===== src/rtl/tps_pkg.sv =====
// Package: shared command codes and engine state encoding.
// Assumes all codes are one byte wide.
package tps_pkg;
    localparam logic [7:0] CODE_NULL  = 8'h00;
    localparam logic [7:0] CODE_XFER  = 8'h01;
    localparam logic [7:0] CODE_ACK   = 8'h07;
    localparam logic [7:0] CODE_SYNC  = 8'h5A;
    localparam logic [7:0] CODE_EOM   = 8'h00;

    typedef enum logic [3:0] {
        ST_WAIT_SYNC,
        ST_SYNC_EOM,
        ST_ACK_CODE,
        ST_ACK_EOM,
        ST_M_TURN,
        ST_RX_LEN,
        ST_RX_DATA,
        ST_RX_FEOM,
        ST_RX_NEOM,
        ST_S_TURN,
        ST_TX_NULL,
        ST_TX_NEOM,
        ST_TX_CMD,
        ST_TX_LEN,
        ST_TX_DATA,
        ST_TX_FEOM
    } eng_state_t;
endpackage


===== src/rtl/tps_req_flag.sv =====
// Module: holds the pending output request.
// A set pulse wins over a clear in the same cycle, so a new request is never lost.
module tps_req_flag (
    input  logic clk,
    input  logic rst_n,
    input  logic set_req,
    input  logic clr_req,
    output logic pending
);
    // Purpose: set/clear register for the request, with set taking priority.
    always_ff @(posedge clk) begin
        if (!rst_n)       pending <= 1'b0;
        else if (set_req) pending <= 1'b1;
        else if (clr_req) pending <= 1'b0;
    end

    p_req_keep_r5: assert property (@(posedge clk) disable iff (!rst_n)
        pending && !clr_req |=> pending);
    p_req_set_r6: assert property (@(posedge clk) disable iff (!rst_n)
        set_req |=> pending);
endmodule


===== src/rtl/tps_rx_buf.sv =====
// Module: receive frame store with one write port and one asynchronous read port.
// Assumes the writer keeps waddr below DEPTH. Contents are not reset.
module tps_rx_buf #(
    parameter int DEPTH = 16,
    localparam int AW = (DEPTH > 1) ? $clog2(DEPTH) : 1
) (
    input  logic          clk,
    input  logic          we,
    input  logic [AW-1:0] waddr,
    input  logic [7:0]    wdata,
    input  logic [AW-1:0] raddr,
    output logic [7:0]    rdata
);
    logic [7:0] mem [DEPTH];

    // Purpose: store one received data byte.
    always_ff @(posedge clk) begin
        if (we) mem[waddr] <= wdata;
    end

    // Purpose: present the byte at the read index.
    always_comb rdata = mem[raddr];

    p_waddr_range_r7: assert property (@(posedge clk) we |-> (int'(waddr) < DEPTH));
endmodule


===== src/rtl/tps_slave_engine.sv =====
// Module: slave protocol engine for the token-passing parallel bus.
// Each rx_valid is one master byte that the port block has already strobed in.
// Each out_taken means the master has read the byte offered on out_data.
// DEPTH must not exceed 255.
module tps_slave_engine
    import tps_pkg::*;
#(
    parameter int DEPTH = 16,
    localparam int AW = (DEPTH > 1) ? $clog2(DEPTH) : 1
) (
    input  logic          clk,
    input  logic          rst_n,
    input  logic          rx_valid,
    input  logic [7:0]    rx_data,
    output logic          rx_ack,
    output logic          out_valid,
    output logic [7:0]    out_data,
    input  logic          out_taken,
    input  logic          tx_req,
    input  logic          tx_ready,
    input  logic [7:0]    tx_len,
    output logic [7:0]    tx_idx,
    input  logic [7:0]    tx_byte,
    input  logic [7:0]    rx_cap,
    input  logic [AW-1:0] rd_idx,
    output logic [7:0]    rd_data,
    output logic          token_held,
    output logic          synced,
    output logic          frame_pulse,
    output logic [7:0]    frame_len,
    output logic          tx_done
);
    localparam logic [8:0] CAP_LIMIT = 9'(DEPTH);

    eng_state_t state;
    logic [7:0] rx_len_q;
    logic [7:0] rx_cnt_q;
    logic       fits_q;
    logic [7:0] tx_len_q;
    logic [7:0] tx_idx_q;
    logic       pending;
    logic [8:0] eff_cap;
    logic       len_fits;
    logic       rx_state;
    logic       buf_we;
    logic       req_clr;

    // Purpose: the capacity actually usable is the smaller of the offered and the physical.
    always_comb begin
        eff_cap  = (9'(rx_cap) > CAP_LIMIT) ? CAP_LIMIT : 9'(rx_cap);
        len_fits = ({1'b0, rx_data} <= eff_cap);
    end

    // Purpose: decode which states take master bytes and which hold the token.
    always_comb begin
        rx_state = (state == ST_WAIT_SYNC) || (state == ST_SYNC_EOM) ||
                   (state == ST_M_TURN)    || (state == ST_RX_LEN)   ||
                   (state == ST_RX_DATA)   || (state == ST_RX_FEOM)  ||
                   (state == ST_RX_NEOM);
        rx_ack     = rx_valid && rx_state;
        token_held = !rx_state;
        out_valid  = !rx_state && (state != ST_S_TURN);
    end

    // Purpose: choose the byte offered to the master in each sending state.
    always_comb begin
        unique case (state)
            ST_ACK_CODE: out_data = CODE_ACK;
            ST_TX_CMD:   out_data = CODE_XFER;
            ST_TX_LEN:   out_data = tx_len_q;
            ST_TX_DATA:  out_data = tx_byte;
            ST_TX_NULL:  out_data = CODE_NULL;
            default:     out_data = CODE_EOM;
        endcase
    end

    assign tx_idx  = tx_idx_q;
    assign buf_we  = rx_valid && (state == ST_RX_DATA) && fits_q;
    assign req_clr = (state == ST_TX_FEOM) && out_taken;

    // Purpose: main protocol sequencer.
    always_ff @(posedge clk) begin
        if (!rst_n) begin
            state       <= ST_WAIT_SYNC;
            synced      <= 1'b0;
            rx_len_q    <= 8'd0;
            rx_cnt_q    <= 8'd0;
            fits_q      <= 1'b0;
            tx_len_q    <= 8'd0;
            tx_idx_q    <= 8'd0;
            frame_pulse <= 1'b0;
            frame_len   <= 8'd0;
            tx_done     <= 1'b0;
        end else begin
            frame_pulse <= 1'b0;
            tx_done     <= 1'b0;
            unique case (state)
                ST_WAIT_SYNC: if (rx_valid && rx_data == CODE_SYNC) begin
                    synced <= 1'b1;
                    state  <= ST_SYNC_EOM;
                end
                ST_SYNC_EOM: if (rx_valid) state <= ST_ACK_CODE;
                ST_ACK_CODE: if (out_taken) state <= ST_ACK_EOM;
                ST_ACK_EOM:  if (out_taken) state <= ST_M_TURN;
                ST_M_TURN: if (rx_valid) begin
                    if (rx_data == CODE_XFER)      state <= ST_RX_LEN;
                    else if (rx_data == CODE_NULL) state <= ST_RX_NEOM;
                    else if (rx_data == CODE_SYNC) state <= ST_SYNC_EOM;
                    else begin
                        synced <= 1'b0;
                        state  <= ST_WAIT_SYNC;
                    end
                end
                ST_RX_LEN: if (rx_valid) begin
                    rx_len_q <= rx_data;
                    rx_cnt_q <= 8'd0;
                    fits_q   <= len_fits;
                    state    <= (rx_data == 8'd0) ? ST_RX_FEOM : ST_RX_DATA;
                end
                ST_RX_DATA: if (rx_valid) begin
                    rx_cnt_q <= rx_cnt_q + 8'd1;
                    if (rx_cnt_q == rx_len_q - 8'd1) state <= ST_RX_FEOM;
                end
                ST_RX_FEOM: if (rx_valid) begin
                    frame_pulse <= 1'b1;
                    frame_len   <= fits_q ? rx_len_q : 8'd0;
                    state       <= ST_S_TURN;
                end
                ST_RX_NEOM: if (rx_valid) state <= ST_S_TURN;
                ST_S_TURN: begin
                    if (!pending) state <= ST_TX_NULL;
                    else if (tx_ready) begin
                        tx_len_q <= tx_len;
                        tx_idx_q <= 8'd0;
                        state    <= ST_TX_CMD;
                    end
                end
                ST_TX_NULL: if (out_taken) state <= ST_TX_NEOM;
                ST_TX_NEOM: if (out_taken) state <= ST_M_TURN;
                ST_TX_CMD:  if (out_taken) state <= ST_TX_LEN;
                ST_TX_LEN:  if (out_taken)
                    state <= (tx_len_q == 8'd0) ? ST_TX_FEOM : ST_TX_DATA;
                ST_TX_DATA: if (out_taken) begin
                    tx_idx_q <= tx_idx_q + 8'd1;
                    if (tx_idx_q == tx_len_q - 8'd1) state <= ST_TX_FEOM;
                end
                ST_TX_FEOM: if (out_taken) begin
                    tx_done <= 1'b1;
                    state   <= ST_M_TURN;
                end
                default: state <= ST_WAIT_SYNC;
            endcase
        end
    end

    tps_req_flag u_req (
        .clk     (clk),
        .rst_n   (rst_n),
        .set_req (tx_req),
        .clr_req (req_clr),
        .pending (pending)
    );

    tps_rx_buf #(.DEPTH(DEPTH)) u_buf (
        .clk   (clk),
        .we    (buf_we),
        .waddr (rx_cnt_q[AW-1:0]),
        .wdata (rx_data),
        .raddr (rd_idx),
        .rdata (rd_data)
    );

    p_token_needs_sync_r12: assert property (@(posedge clk) disable iff (!rst_n)
        token_held |-> synced);
    p_no_take_with_token_r12: assert property (@(posedge clk) disable iff (!rst_n)
        rx_ack |-> !token_held);
    p_offer_held_r11: assert property (@(posedge clk) disable iff (!rst_n)
        out_valid && !out_taken |=> out_valid);
    p_len_bound_r8: assert property (@(posedge clk) disable iff (!rst_n)
        frame_pulse |-> (9'(frame_len) <= CAP_LIMIT));
    p_done_releases_r6: assert property (@(posedge clk) disable iff (!rst_n)
        tx_done |-> !token_held && $past(out_valid && out_taken));
    p_sync_drop_r9: assert property (@(posedge clk) disable iff (!rst_n)
        $fell(synced) |-> state == ST_WAIT_SYNC);
endmodule


===== config.mk =====
export PLATFORM = sky130hd
export DESIGN_NAME = tps_slave_engine
export DESIGN_NICKNAME = d
export VERILOG_FILES = /design/src/rtl/tps_pkg.sv /design/src/rtl/tps_req_flag.sv /design/src/rtl/tps_rx_buf.sv /design/src/rtl/tps_slave_engine.sv
export SDC_FILE = /design/constraint.sdc
export NUM_CORES = 1
export LEC_CHECK = 0
export BUFFER_PORTS_ARGS = -buffer_cell sky130_fd_sc_hd__buf_2
export CAP_MARGIN = 20
export CORE_UTILIZATION = 59
export DETAILED_ROUTE_END_ITERATION = 10
export PLACE_DENSITY_LB_ADDON = 0.12
export SLEW_MARGIN = 0
export SYNTH_ARGS = -nofsm -noshare
export SYNTH_HDL_FRONTEND = slang
export SYNTH_SLANG_ARGS = --single-unit

===== constraint.sdc =====
create_clock -name clk -period 3.2 [get_ports clk]
set_input_delay 0.64 -clock clk [delete_from_list [all_inputs] [get_ports clk]]
set_output_delay 0.64 -clock clk [all_outputs]
set_load 0.02 [all_outputs]

==> results of run 1 <==
[worst reg2reg max path, stage by stage, from the launching register on]
cell     delay, ns
dfxtp_1       0.68
and2_1        0.37
nand2_1       0.16
nor2_1        0.33
nand3_1       0.23
nor3_1        0.21
buf_4         0.26
[cell usage in the layout, fill, tap and decap left out, types with 2 or more instances in the layout]
cell and count:
a211oi_1 5, a21o_1 2, a21oi_1 16, a22o_1 9, a22oi_1 8, a31oi_1 7
and2_1 4, and3_1 6, and4_1 3, buf_12 2, buf_2 79, buf_4 25
clkbuf_16 17, clkinv_1 3, clkinv_4 3, clkinvlp_4 3, conb_1 3, dfxtp_1 49
edfxtp_1 128, ha_1 16, inv_1 11, inv_6 4, mux2i_1 13, mux4_2 40
nand2_1 47, nand2b_1 2, nand3_1 18, nand3b_1 3, nand4_1 3, nor2_1 61
nor2b_1 9, nor3_1 12, nor4_1 3, o21ai_0 10, o21bai_1 2, o22ai_1 2
xnor2_1 14, xor2_1 17
[worst paths after layout]
check / from / to
max: rd_idx[0] / rd_data[0]
min reg2reg: frame_len[4] / frame_len[4]
max reg2reg: state[2] / u_buf.mem[1][0]
min: tx_req / u_req.pending
[power groups by stage]
stage | sequential, mW | clock [mW] | combinational (mW)
finish | 2.45 | 1.89 | 0.226
detailed placement | 2.51 | 0 | 0.226
global route | 2.45 | 1.99 | 0.245
CTS | 2.45 | 1.91 | 0.228
global placement | 2.51 | 0 | 0.216
floorplan | 2.51 | 0 | 0.123
[flip-flops by register name, summed over array words and instances (netlist names)]
signal / cells
rx_cnt_q: 8
state: 4
u_req.pending: 1
frame_pulse: 1
fits_q: 1
rx_len_q: 8
tx_len_q: 8
synced: 1
tx_done: 1
tx_idx: 8
frame_len: 8
u_buf.mem: 128
[cells by family (layout without fill, tap and decap cells)]
group | count (synthesis) | in the layout | synth area share (%)
AO/OA/AOI/OAI | 79 | 79 | 7.49
flip-flops | 177 | 177 | 60.3
adder cells (fa/ha/maj) | 16 | 16 | 2.50
buffers and inverters | 40 | 150 | 2.13
multiplexers | 54 | 54 | 13.1
AND/OR/NAND/NOR | 182 | 182 | 11.0
XOR/XNOR | 31 | 31 | 3.39
other | 1 | 3 | 0.0469
[area by class of cell]
cell class	instances	area (sq um)
clock buffer	18	429
clock inverter	14	106
fill	920	3980
inverter	12	45.0
multi-input combinational	365	3010
sequential	177	4820
tap	176	220
timing repair buffer	106	623
[per-layer routing]
layer / vias up / track usage [%] / part of all wire (%)
met2: 256 / 51.0 / 52
li1: 2406 / - / -
met5: - / 0 / 0
met1: 2678 / 35.4 / 38
met4: 0 / 11.5 / 2.9
met3: 36 / 6.27 / 7.0
==> reports/qor.csv, run 1 <==
stage;metric;value;unit
run_status;outcome;complete, no violations;
drt;wl_per_cell;22.3;um
timing;hold_viol;0;
worst_setup_path;worstPathMaxFanout;32;
placed_design;dpl.cell_count;836;
finish;drive_gt1_share;27.3;%
timing;slew_violations;0;
floorplan;ioPinCount;80;
min_path;hp-class;in2reg;
worst_setup_path;cpLargestDelayFamily;multiplexers;
clock_network;cts.sinks;177;
power;finalPower;4.57;mW
placed_design;preCtsSetupSlack;0.304;ns
worst_setup_path;worstSetupPathType;in2out;
global_route;grt_first_pass_wirelength;29.9;mm
logic_synthesis;ys_types;65;
clock_network;cts-root-buf;clkbuf_16;
timing;max_freq;0.346;GHz
worst_setup_path;crit_cells;5;
power;p_switching;1.02;mW
drt;route.detailed.drc;0;
timing;worst_pin_slew;0.740;ns
timing;rsz0062_at_grt;false;
timing;min_period_over_period;90.3;%
placed_design;place_area;8720;sq um
global_route;gr-total-overflow;0;
power;total_leakage_power;3.38;nW
timing;fin_tns_setup;0;ns
worst_setup_path;start_kind;primary input;
logic_synthesis;synth_area_leader_cell;edfxtp_1;
floorplan;fp.dieH;118;um
worst_setup_path;required;2.56;ns
logic_synthesis;synth.most_common_cell;edfxtp_1;
timing;clock_skew;0.00910;ns
logic_synthesis;syn_area;8000;sq um
power;p_int;3.55;mW
timing;slew_headroom;50.6;%
placed_design;dp.final_hpwl;12.8;mm
logic_synthesis;ys.flop_type;edfxtp_1;
floorplan;die_w;118;um
worst_setup_path;critPathBufInv;3;
logic_synthesis;synth_area_leaders;edfxtp_1, dfxtp_1, mux4_2, nor2_1, ha_1;
min_path;holdPathStages;3;
clock_network;clock_latency;0.42;ns
drt;ant_nets;0;
finish;diodes;0;
worst_setup_path;r2r_cells;6;
drt;firstDrtPassIters;5;
power;peakVddDrop;0.255;mV
worst_setup_path;slowest_stage;mux4_2;
finish;instances_no_fill;868;
worst_setup_path;cp-end-kind;primary output;
power;seq_power_share;53.7;%
floorplan;initial_utilization;60.4;%
clock_network;post_cts_buffers;0;
power;switching_share;22.2;%
clock_network;numCtsBuffers;17;
drt;drt_wl_total;19.4;mm
logic_synthesis;postSynthCellCount;580;
placed_design;gp_routability_congestion;0.857;
floorplan;num_rows;42;
worst_setup_path;crit_chain;buf_2 > buf_12 > mux4_2 > mux4_2 > buf_2;
finish;utilization;69.9;%
worst_setup_path;rrSetupSlack;0.65;ns
worst_setup_path;crit_path_max_incr_delay;0.56;ns
timing;period_minus_slack;2.89;ns
logic_synthesis;ys_ff_latch;177;
logic_synthesis;ys_seq_area_share;60.3;%
clock_network;htreeDepth;4;
logic_synthesis;synth_edf_count;128;
timing;hold_slack;0.421;ns
global_route;grt_start_max_net_pins;33;
floorplan;die_area;14000;sq um
drt;drt-vias-per-instance;6.19;
finish;layout-area-overhead-vs-synth;15.8;%
logic_synthesis;yosys_warnings;0;
clock_network;cts_tree;built;
job;drv_cap;0;
drt;drtIter0Drc;385;
timing;setup_violations;0;
timing;finalWorstSetupSlack;0.311;ns
logic_synthesis;synth_commonest_cells;edfxtp_1, nor2_1, dfxtp_1, nand2_1, mux4_2;
clock_network;cts_buffer_depth;2;
global_route;antenna_found_initial;0;
finish;layout.nets;737;
finish;fin_area;9260;sq um
power;clkPwrFrac;41.3;%
clock_network;ctsResizeCount;0;
clock_network;path_clk_slew;0.07;ns
power;powerDensity;493;nW/um^2
floorplan;core_area;13200;sq um
global_route;gr-usage-all-layers;29.2;%
power;p_comb_share;4.9;%
placed_design;port_buffers;79;
global_route;grt_pass1_vias;5355;
drt;vias;5376;
logic_synthesis;syn_area_per_cell;13.8;sq um
worst_setup_path;crit_arrival;2.25;ns
clock_network;hold_buffers;0;
logic_synthesis;synth.top_cell.area_share;48.1;%
logic_synthesis;async_flop_share;0;%
Note: power is estimated with default switching activity, not from simulation.
==> run 2, diff against run 1 <==
--- a/config.mk
+++ b/config.mk
@@ -7,7 +7,7 @@
 export LEC_CHECK = 0
 export BUFFER_PORTS_ARGS = -buffer_cell sky130_fd_sc_hd__buf_2
 export CAP_MARGIN = 20
-export CORE_UTILIZATION = 59
+export CORE_UTILIZATION = 55
 export DETAILED_ROUTE_END_ITERATION = 10
 export PLACE_DENSITY_LB_ADDON = 0.12
 export SLEW_MARGIN = 0
==> run 2 against run 1 <==
Net effect:
- flip-flop and latch count unchanged
- via count shrank 1.6%
- final area grew 0.78%
- largest power group unchanged
- sequential share of layout area decreased by 0.41 points
- critical path type is now reg2out
- utilization down 3.5 points
- highest routed layer unchanged
- clock skew shrank 0.0011 ns
- clock power is 8% higher
- maximum frequency is 0.37% lower
- die area rose by 7.1%
- global-route usage shrank 1.9 points
==> reports/qor.csv, run 2 (synthesized netlist as in run 1, its figures left out) <==
stage;metric;value;unit;change
worst_setup_path;worstSetupPathType;reg2out;;
timing;hold_viol;0;;unchanged
timing;min_period_over_period;90.6;%;+0.33 points
placed_design;port_buffers;79;;unchanged
clock_network;ctsResizeCount;0;;unchanged
global_route;grt_pass1_vias;5275;;-1.5%
drt;drt_wl_total;18.8;mm;-2.9%
clock_network;hold_buffers;0;;unchanged
min_path;hp-class;in2reg;;
timing;worst_pin_slew;0.731;ns;-0.00893 ns
min_path;holdPathStages;3;;unchanged
clock_network;numCtsBuffers;17;;unchanged
drt;drt-vias-per-instance;6.05;;-2.3%
floorplan;core_area;14000;sq um;+6.0%
power;seq_power_share;52.0;%;-1.7 points
worst_setup_path;start_kind;register;;
floorplan;die_area;15000;sq um;+7.1%
power;switching_share;21.4;%;-0.77 points
worst_setup_path;cp-endpoint;out_data[1];;
placed_design;gp_routability_congestion;0.961;;+12%
power;p_int;3.71;mW;+4.5%
worst_setup_path;cp-end-kind;primary output;;
timing;max_freq;0.345;GHz;-0.37%
floorplan;die_w;123;um;+3.5%
power;powerDensity;506;nW/um^2;+2.6%
clock_network;path_clk_slew;0.07;ns;about the same
drt;wl_per_cell;21.5;um;-3.7%
timing;period_minus_slack;2.90;ns;+0.0107 ns
placed_design;place_area;8740;sq um;+0.23%
finish;layout-area-overhead-vs-synth;16.7;%;
timing;rsz0062_at_grt;false;;
floorplan;num_rows;43;;+2.4%
timing;fin_tns_setup;0;ns;unchanged
drt;vias;5292;;-1.6%
drt;route.detailed.drc;0;;unchanged
timing;clock_skew;0.00804;ns;-0.00106 ns
finish;layout_commonest_cell;edfxtp_1;;
worst_setup_path;slowest_stage;nor2b_1;;
timing;slew_headroom;51.2;%;+0.56 points
drt;ant_nets;0;;unchanged
worst_setup_path;crit_chain;buf_4 > nor2b_1 > a22oi_1 > o21ai_0 > buf_2;;
power;total_leakage_power;3.42;nW;+1.1%
worst_setup_path;required;2.56;ns;about the same
floorplan;ioPinCount;80;;unchanged
global_route;antenna_found_initial;2;;+2
placed_design;preCtsSetupSlack;0.311;ns;+0.00678 ns
drt;drtIter0Drc;448;;+16%
finish;layout.nets;739;;+0.27%
finish;drive_gt1_share;28.0;%;+0.64 points
clock_network;cts_buffer_depth;2;;unchanged
floorplan;initial_utilization;57.0;%;-3.4 points
worst_setup_path;crit_start;state[0];;
placed_design;dp.final_hpwl;12.8;mm;+0.63%
finish;largest_reg_flops;128;;unchanged
worst_setup_path;rrSetupSlack;0.59;ns;-0.06 ns
timing;slew_violations;0;;unchanged
finish;nFillCells;1041;;+13%
finish;regArea;4820;sq um;unchanged
worst_setup_path;crit_path_max_incr_delay;0.58;ns;+0.02 ns
clock_network;htreeDepth;4;;unchanged
worst_setup_path;worstReg2RegEnd;u_buf.mem[1][2];;
global_route;grt_first_pass_wirelength;29.4;mm;-1.4%
worst_setup_path;worstPathMaxFanout;14;;-56%
clock_network;cts.sinks;177;;unchanged
finish;largest-register;u_buf.mem;;
power;p_comb_share;4.8;%;about the same
finish;final_cell_mix;edfxtp_1, buf_2, nor2_1;;
clock_network;clock_latency;0.43;ns;about the same
finish;fin_area;9330;sq um;+0.78%
timing;setup_violations;0;;unchanged
global_route;gr-usage-all-layers;27.4;%;-1.9 points
timing;finalWorstSetupSlack;0.300;ns;-0.0107 ns
power;p_switching;1.01;mW;-0.18%
clock_network;cts-root-buf;clkbuf_16;;
clock_network;post_cts_buffers;0;;unchanged
job;drv_cap;0;;unchanged
global_route;gr-total-overflow;0;;unchanged
power;peakVddDrop;0.460;mV;+81%
floorplan;fp.dieH;123;um;+3.5%
worst_setup_path;crit_arrival;2.26;ns;about the same
drt;firstDrtPassIters;7;;+2
worst_setup_path;r2r_cells;6;;unchanged
global_route;grt_start_max_net_pins;33;;unchanged
power;clkPwrFrac;43.3;%;+2.0 points
clock_network;cts_tree;built;;
run_status;outcome;complete, no violations;;
worst_setup_path;r2r_start;state[2];;
finish;multi_input_area;3010;sq um;unchanged
run 2: changes by cell type in the layout (fill, tap and decap cells not counted), sizes merged:
| cell | delta |
|---|---|
| buf | +2 |
| inv | -2 |
| diode | +1 |
| bufinv | +2 |
run 2: power groups by stage:
stage          registers (mW)  clock network (mW)  logic, mW
2_1_floorplan            2.51                   0      0.123
4_1_cts                  2.45                2.07      0.226
3_3_place_gp             2.50                   0      0.217
5_1_grt                  2.45                2.15      0.245
3_5_place_dp             2.50                   0      0.225
6_report                 2.45                2.05      0.225
run 2: layout make-up:
type                            instances  area share, %
Antenna cell                            1         0.0268
Clock buffer                           18           4.60
Clock inverter                         14           1.68
Inverter                               12          0.483
Multi-Input combinational cell        365           32.3
Sequential cell                       177           51.7
Tap cell                              180           2.41
Timing Repair Buffer                  108           6.84
run 2: layer usage:
| layer | up-vias | wire length, um | GRT usage [%] |
|---|---|---|---|
| met1 | 2635 | 7970 | 35.9 |
| met2 | 213 | 9260 | 44.6 |
| met5 | - | 0 | 0 |
| li1 | 2409 | - | - |
| met4 | 0 | 498 | 11.2 |
| met3 | 35 | 1090 | 5.58 |
run 2: critical path: cells and delay by family, from the launching register on:
kind	cells	cell delay, ns
simple gates	1	0.58
flops	1	0.47
buf+inv	2	0.44
compound gates	2	0.34
run 2: how the worst min path moves through the flow:
stage | startpoint | slack (ns) | end
2_1_floorplan | rx_len_q[7] | 0.46 | rx_len_q[7]
3_3_place_gp | frame_len[0] | 0.46 | frame_len[0]
3_5_place_dp | frame_len[7] | 0.46 | frame_len[7]
4_1_cts | tx_req | 0.41 | u_req.pending
5_1_grt | tx_req | 0.42 | u_req.pending
6_report | tx_req | 0.42 | u_req.pending
run 2: per-stage QoR:
stage          power, mW  std cells  hold WS (ns)  util [%]
2_1_floorplan       2.63        582         0.461         -
3_3_place_gp        2.72        842         0.459      62.3
3_5_place_dp        2.73        842         0.462      62.3
4_1_cts             4.75        874         0.413      66.4
5_1_grt             4.85        875         0.420      66.5
6_report            4.72        875         0.416      66.5
